[config.mk]
export PLATFORM = sky130hd
export DESIGN_NAME = tape_bioctal_codec
export DESIGN_NICKNAME = d
export VERILOG_FILES = /design/src/rtl/tape_pkg.sv /design/src/rtl/tape_punch_ser.sv /design/src/rtl/tape_read_asm.sv /design/src/rtl/tape_bioctal_codec.sv
export SDC_FILE = /design/constraint.sdc
export NUM_CORES = 1
export LEC_CHECK = 0
export ABC_AREA = 0
export BUFFER_PORTS_ARGS = -buffer_cell sky130_fd_sc_hd__buf_4
export CAP_MARGIN = 0
export CORE_MARGIN = 4
export CORE_UTILIZATION = 53
export DETAILED_ROUTE_END_ITERATION = 7
export GPL_TIMING_DRIVEN = 0
export PLACE_DENSITY = 0.84
export SYNTH_ARGS = -nofsm -noshare
export SYNTH_HDL_FRONTEND = slang
export SYNTH_SLANG_ARGS = --single-unit
[constraint.sdc]
create_clock -name clk -period 2 [get_ports clk]
set_clock_uncertainty 0.2 [all_clocks]
set_input_delay 0.1 -clock clk [delete_from_list [all_inputs] [get_ports clk]]
set_output_delay 0.1 -clock clk [all_outputs]
set_load 0.01 [all_outputs]
[src/rtl/tape_pkg.sv]
package tape_pkg;
    // byte that carries one tape frame
    localparam int FRAME_W  = 8;
    // track used as the word-boundary mark
    localparam int MARK_POS = 6;

    function automatic logic [FRAME_W-1:0] pack_frame(input logic mark, input logic [MARK_POS-1:0] bits);
        logic [FRAME_W-1:0] f;
        f = '0;
        f[MARK_POS] = mark;
        f[MARK_POS-1:0] = bits;
        return f;
    endfunction
endpackage

[src/rtl/tape_punch_ser.sv]
module tape_punch_ser
    import tape_pkg::*;
#(
    parameter int WORD_W = 36,
    parameter int DIG_W  = 6
) (
    input  logic               clk,
    input  logic               rst_n,
    input  logic               w_valid,
    output logic               w_ready,
    input  logic [WORD_W-1:0]  w_data,
    output logic               f_valid,
    input  logic               f_ready,
    output logic [FRAME_W-1:0] f_byte
);
    localparam int FRAMES = WORD_W / DIG_W;
    localparam int IDX_W  = $clog2(FRAMES);
    localparam int CNT_W  = $clog2(FRAMES + 1);
    localparam logic [IDX_W-1:0] LAST = IDX_W'(FRAMES - 1);

    typedef struct packed {
        logic              busy;
        logic [WORD_W-1:0] sh;
        logic [IDX_W-1:0]  idx;
    } st_t;

    st_t st_d, st_q;

    always_comb begin
        st_d = st_q;
        if (!st_q.busy) begin
            if (w_valid) begin
                st_d.busy = 1'b1;
                st_d.sh   = w_data;
                st_d.idx  = '0;
            end
        end else if (f_ready) begin
            if (st_q.idx == LAST) begin
                st_d.busy = 1'b0;
            end else begin
                st_d.sh  = st_q.sh << DIG_W;
                st_d.idx = st_q.idx + 1'b1;
            end
        end
    end

    always_ff @(posedge clk) begin
        if (!rst_n) st_q <= '0;
        else        st_q <= st_d;
    end

    logic [MARK_POS-1:0] digs;
    always_comb begin
        digs = '0;
        digs[DIG_W-1:0] = st_q.sh[WORD_W-1 -: DIG_W];
    end

    assign w_ready = !st_q.busy;
    assign f_valid = st_q.busy;
    assign f_byte  = pack_frame(st_q.idx == '0, digs);

    // frame count since the last word accept, for the checks below
    logic [CNT_W-1:0] sent_q;
    always_ff @(posedge clk) begin
        if (!rst_n)                sent_q <= '0;
        else if (w_valid && w_ready) sent_q <= '0;
        else if (f_valid && f_ready) sent_q <= sent_q + 1'b1;
    end


    six_frames_chk: assert property (@(posedge clk) disable iff (!rst_n)
        $rose(w_ready) |-> sent_q == CNT_W'(FRAMES));

    frame_hold_chk: assert property (@(posedge clk) disable iff (!rst_n)
        f_valid && !f_ready |=> f_valid && $stable(f_byte));

    mark_first_chk: assert property (@(posedge clk) disable iff (!rst_n)
        w_valid && w_ready |=> f_valid && f_byte[MARK_POS]);

    mark_once_chk: assert property (@(posedge clk) disable iff (!rst_n)
        f_valid && f_ready && f_byte[MARK_POS] |=> f_valid && !f_byte[MARK_POS]);
endmodule

[src/rtl/tape_read_asm.sv]
module tape_read_asm
    import tape_pkg::*;
#(
    parameter int WORD_W = 36,
    parameter int DIG_W  = 6
) (
    input  logic               clk,
    input  logic               rst_n,
    input  logic               f_valid,
    output logic               f_ready,
    input  logic [FRAME_W-1:0] f_byte,
    output logic               w_valid,
    input  logic               w_ready,
    output logic [WORD_W-1:0]  w_data
);
    localparam int FRAMES = WORD_W / DIG_W;
    localparam int IDX_W  = $clog2(FRAMES);
    localparam logic [IDX_W-1:0] LAST = IDX_W'(FRAMES - 1);

    typedef struct packed {
        logic              hold;
        logic [WORD_W-1:0] acc;
        logic [IDX_W-1:0]  cnt;
    } st_t;

    st_t st_d, st_q;

    logic [DIG_W-1:0] digs;
    logic             mark;
    assign digs = f_byte[DIG_W-1:0];
    assign mark = f_byte[MARK_POS];

    logic unused_bits;
    assign unused_bits = ^f_byte[FRAME_W-1:MARK_POS+1];

    always_comb begin
        st_d = st_q;
        if (st_q.hold) begin
            if (w_ready) st_d.hold = 1'b0;
        end else if (f_valid) begin
            if (mark) begin
                st_d.acc = {{(WORD_W-DIG_W){1'b0}}, digs};
                st_d.cnt = IDX_W'(1);
            end else begin
                st_d.acc = {st_q.acc[WORD_W-DIG_W-1:0], digs};
                if (st_q.cnt == LAST) begin
                    st_d.cnt  = '0;
                    st_d.hold = 1'b1;
                end else begin
                    st_d.cnt = st_q.cnt + 1'b1;
                end
            end
        end
    end

    always_ff @(posedge clk) begin
        if (!rst_n) st_q <= '0;
        else        st_q <= st_d;
    end

    assign f_ready = !st_q.hold;
    assign w_valid = st_q.hold;
    assign w_data  = st_q.acc;


    word_hold_chk: assert property (@(posedge clk) disable iff (!rst_n)
        w_valid && !w_ready |=> w_valid && $stable(w_data));

    mark_restart_chk: assert property (@(posedge clk) disable iff (!rst_n)
        f_valid && f_ready && f_byte[MARK_POS] |=> !w_valid);

    taken_chk: assert property (@(posedge clk) disable iff (!rst_n)
        w_valid && w_ready |=> !w_valid && f_ready);
endmodule

[src/rtl/tape_bioctal_codec.sv]
module tape_bioctal_codec
    import tape_pkg::*;
#(
    parameter int WORD_W = 36,
    parameter int DIG_W  = 6
) (
    input  logic               clk,
    input  logic               rst_n,
    input  logic               pw_valid,
    output logic               pw_ready,
    input  logic [WORD_W-1:0]  pw_data,
    output logic               pf_valid,
    input  logic               pf_ready,
    output logic [FRAME_W-1:0] pf_byte,
    input  logic               rf_valid,
    output logic               rf_ready,
    input  logic [FRAME_W-1:0] rf_byte,
    output logic               rw_valid,
    input  logic               rw_ready,
    output logic [WORD_W-1:0]  rw_data
);
    tape_punch_ser #(.WORD_W(WORD_W), .DIG_W(DIG_W)) u_punch (
        .clk(clk), .rst_n(rst_n),
        .w_valid(pw_valid), .w_ready(pw_ready), .w_data(pw_data),
        .f_valid(pf_valid), .f_ready(pf_ready), .f_byte(pf_byte)
    );

    tape_read_asm #(.WORD_W(WORD_W), .DIG_W(DIG_W)) u_read (
        .clk(clk), .rst_n(rst_n),
        .f_valid(rf_valid), .f_ready(rf_ready), .f_byte(rf_byte),
        .w_valid(rw_valid), .w_ready(rw_ready), .w_data(rw_data)
    );


    top_bit_clear_chk: assert property (@(posedge clk) disable iff (!rst_n)
        pf_valid |-> !pf_byte[FRAME_W-1]);
endmodule

### After elaboration in Yosys (flattened, before gate mapping)

Cells that the tools add are included.

| storage, ports and cells | value |
|---|---|
| flip-flop bits (word level) | 80 |
| bits in latches | 0 |
| RAM bits | 0 |
| bits in read-only memories | 0 |
| output and inout bits | 48 |
| logic and storage cells | 31 |
| memories kept | 0 |

| cells by class | value |
|---|---|
| add/sub/neg operators | 2 |
| multipliers | 0 |
| divide/modulo/power cells | 0 |
| order comparisons | 0 |
| eq/ne operators | 4 |
| shift operators | 0 |
| multiplexer cells | 12 |
| bitwise gates (word level) | 1 |
| reductions and logical operators | 6 |

Operator list:

| cell | number |
|---|---|
| 40-bit two-way mux | 4 |
| 39-bit two-way mux | 2 |
| 3-bit by 1-bit adder with 3-bit output, second input constant | 2 |
| 3-bit equality test, second input constant | 2 |
| 1-bit two-way mux | 5 |
| 2-bit != test, second input constant | 2 |
| 3-bit zero test | 1 |
| 3-bit two-way mux | 1 |
| 3-bit AND reduction | 1 |
| 1-bit zero test | 2 |
| 2-bit AND reduction | 1 |
| 2-bit nonzero test | 1 |
| 1-bit NOT | 1 |

### Longest topological paths before layout

| depth | value |
|---|---|
| depth after elaboration | 5 |
| gate-level depth with buffers | 6 |
| mapped depth without buffers | 5 |

### Cells and area by module

A second synthesis with hierarchy kept.

| second synthesis, totals | value |
|---|---|
| cell total of the unflattened synthesis | 426 |
| area, all modules | 4119.0 µm² |

By module, submodules not included:

| module | instances | cells an instance | area each (µm²) | seq. area each (µm²) |
|---|---|---|---|---|
| tape_punch_ser | 1 | 210 | 2200.9 | 800.8 |
| tape_read_asm | 1 | 216 | 1918.1 | 800.8 |

### Worst setup path before layout

OpenSTA, ideal clock, no wires.

| path | value |
|---|---|
| path type | reg-to-reg |
| from | register u_punch.st_q[1] in the netlist's numbering |
| to | register u_punch.st_q, in the netlist u_punch.f_byte[3] |
| setup time | 79 ps |
| arrival | 1299 ps |
| data required time | 1721 ps |
| setup slack | 422 ps |
| cell stages (with the launch flop) | 7 |
| cell sequence | dfxtp_1 -> inv_1 -> ha_1 -> and2_4 -> buf_6 -> or3_1 -> o211ai_1 |

| between the ends | value |
|---|---|
| cells in the longest elaborated chain, start to end | 3 |

Ends and longest elaborated chain:

| element | line | source |
|---|---|---|
| from (decl) | tape_punch_ser.sv:27 | `st_t st_d, st_q;` |
| from (signal assigned) | tape_punch_ser.sv:49 | `else st_q <= st_d;` |
| 3-bit equality test | tape_punch_ser.sv:38 | `if (st_q.idx == LAST) begin` |
| 2-bit != test (no line) | n/a |  |
| 3-bit AND reduction (no line) | n/a |  |

Every way passes these cells.
A chain may end at the register's enable or synchronous reset.

### Worst setup path after layout

| path | value |
|---|---|
| from | register u_punch.st_q[1] in the netlist's numbering |
| to | register u_punch.st_q[22] in the netlist's numbering |

Same word-level chain as after synthesis.

==> reports/qor.yml <==
setup_path:
  r2r-start: "u_punch.st_q[1]$_SDFFE_PN0P_"
  arrival_ns: 1.76
  reg2reg_depth: 6
  cp_max_fo: 10
  critPathLaunch: "u_punch.st_q[1]$_SDFFE_PN0P_"
  startpoint_type: "flop"
  worst_r2r_endpoint: "u_punch.st_q[22]$_SDFFE_PN0P_"
  max_stage_delay_ns: 0.36
  r2r_slack_ns: 0.25
  setup.worst_path.end_class: "flop"
  cp_cell_sequence: "inv_1 > ha_1 > and2_4 > o21ai_4 > buf_6 > o221ai_1"
  cp_slowest_cell: "dfxtp_1"
  path_class: "flop to flop"
  required_ns: 2.00
power_and_ir_drop:
  p_leak_nw: 2.181
  vdd_ir_drop_max_uv: 417.6
  pwr_density_cell_mw_per_mm2: 645.2
floorplanning:
  io_pins: 98
  dieWidth_um: 92.95
  coreArea_mm2: 0.006907
  die-area_mm2: 0.008640
  initial_core_util_pct: 55.38
  placementRows: 30
  die_h_um: 92.95
timing:
  finalSetupViolCount: 0
  min_period_ns: 1.754
  period_share_pct: 87.71
  hold_violations: 0
  hold-worst-slack_ns: 0.01637
  tns_ns: 0
  rsz0062_at_grt: "false"
  slew_violations: 0
  maxClockFrequency_mhz: 570.1
placement:
  hpwlAfterDp_um: 6986
  dp_cells: 622
  gp_congestion: 0.8658
  port_buffers: 94
synth:
  yosys_warnings: 0
  synthCells: 432
  synth_ff_type: "dfxtp_1"
  synth_nets: 485
  async_flop_share_pct: 0
  synth_edf_count: 0
  yosys.cell_types.count: 31
  ys_ff_latch: 80
  yosysSeqAreaShare_pct: 41.87
  syn_area_mm2: 0.003825
  syn_avg_cell_area_um2: 8.854
clocking:
  cts_buffers: 9
  cts_tree: "yes"
  clkLatencyLatePin_ns: 0.34
  cts.sinks: 80
  clkTransAtPathRegs_ns: 0.08
  post_cts_buffers: 0
  cts_buffer_depth: 2
  cts-htree-levels: 3
  cts_resized: 0
  cts-root-buf: "clkbuf_8"
outcome:
  status: "completed"
final_layout:
  stdcell_count: 684
  nets: 636
  mostFrequentLayoutCells: "143 x buf_4, 82 x nand2_1, 80 x dfxtp_1"
  area_growth_pct: 39.06
  seq_area_mm2: 0.001602
  multi_input_area_mm2: 0.001654
  drive_above_1_share_pct: 31.69
  final_common_cell: "buf_4"
  nFillCells: 510
detailed_routing:
  drc: 0
  vias: 3636
  wl_per_cell_um: 15.00
  detail_route.vias_per_cell: 5.316
  drt-total-wl_um: 10260
  postRouteAntennaNets: 0
  first_pass_iters: 4
  drt_iter0_drc: 200
grt:
  antenna_found_initial: 1
  grt_max_degree: 13
  grtUsageTotal_pct: 23.63
  overflow: 0
  grt_pass1_wl_um: 16300
  grt_pass1_vias: 3402
job:
  max_cap_violations: 0
hold_path:
  holdPathEnd: "u_read.st_q[0]$_SDFFE_PN0P_"
  hold_depth: 3
  worstHoldStart: "rf_valid"
  min_path_type: "input port to flop"
## critical path: cells and delay by family, from the launching register on
kind                     cells  cell delay, ns
buffers and inverters        2            0.25
adder cells (fa/ha/maj)      1            0.20
AND/OR/NAND/NOR              1            0.19
AO/OA/AOI/OAI                2            0.42
flip-flops                   1            0.36
## synth_stat cells, drive strengths merged (5+ instances only)
cell / count / share of area [%]
a21boi: 45 / 8.8
clkbuf: 11 / 1.1
nand3: 33 / 4.3
nand3b: 33 / 6.5
o21ai: 5 / 0.95
nand2: 85 / 8.7
o211ai: 18 / 3.5
nand4: 6 / 0.98
buf: 68 / 13
dfxtp: 80 / 42
o221ai: 18 / 4.6
or3: 6 / 0.98
## stage by stage
step	instance area, um^2	util [%]	power (mW)	setup WS (ns)
after CTS	5316	76.97	3.429	0.2457
after global routing	5319	77.01	3.536	0.1425
after floorplan	3825	-	1.976	0.4221
final	5319	77.01	3.432	0.2458
after detailed placement	4651	67.34	2.158	0.2718
after global placement	4651	67.34	2.145	0.3242
## worst max-delay path by stage
stage,endpoint,depth (start not counted)
final,u_punch.st_q[22]$_SDFFE_PN0P_,6
after global routing,u_punch.st_q[22]$_SDFFE_PN0P_,6
after CTS,u_punch.st_q[30]$_SDFFE_PN0P_,6
after detailed placement,u_punch.st_q[30]$_SDFFE_PN0P_,6
after global placement,u_punch.st_q[31]$_SDFFE_PN0P_,6
after floorplan,u_punch.f_byte[3]$_SDFFE_PN0P_,6
## state kept, by name, indices dropped and copies added (netlist names)
register / cells
u_punch.f_byte: 6
u_punch.f_valid: 1
u_punch.st_q: 33
u_read.st_q: 3
u_read.w_data: 36
u_read.w_valid: 1
## timing repair
action                                 CTS  global route
setup endpoints to repair                0             0
hold buffers                            46             0
endpoints found under the hold margin   46             0
## per-layer routing
metal  GRT usage, %  vias up  wire [um]
met5              0        -          0
met4          11.84        0        336
met3          4.712       38        656
met2          37.61      151       4998
met1          30.38     1682       4268
li1               -     1765          -
## final cells by class
cell class / instances / area share, %
Clock inverter: 3 / 0.7528
Buffer: 79 / 10.42
Multi-Input combinational cell: 269 / 31.10
Antenna cell: 1 / 0.04705
Tap cell: 96 / 2.258
Sequential cell: 80 / 30.11
Clock buffer: 12 / 3.105
Timing Repair Buffer: 140 / 21.92
Inverter: 4 / 0.2823
## power by group
part	switching, mW	total [mW]	internal [mW]
logic	0.241	0.517	0.276
clock network	0.559	1.23	0.669
registers	0.0325	1.69	1.65
## kinds of logic after synthesis
kind of cell | count (synthesis) | synth area share (%)
AO/OA/AOI/OAI | 88 | 18.22
adder cells (fa/ha/maj) | 3 | 0.9815
buffers and inverters | 83 | 14.88
flip-flops | 80 | 41.87
multiplexers | 2 | 0.5234
other | 1 | 0.09804
AND/OR/NAND/NOR | 175 | 23.42
(Power assumes the default switching activity.)
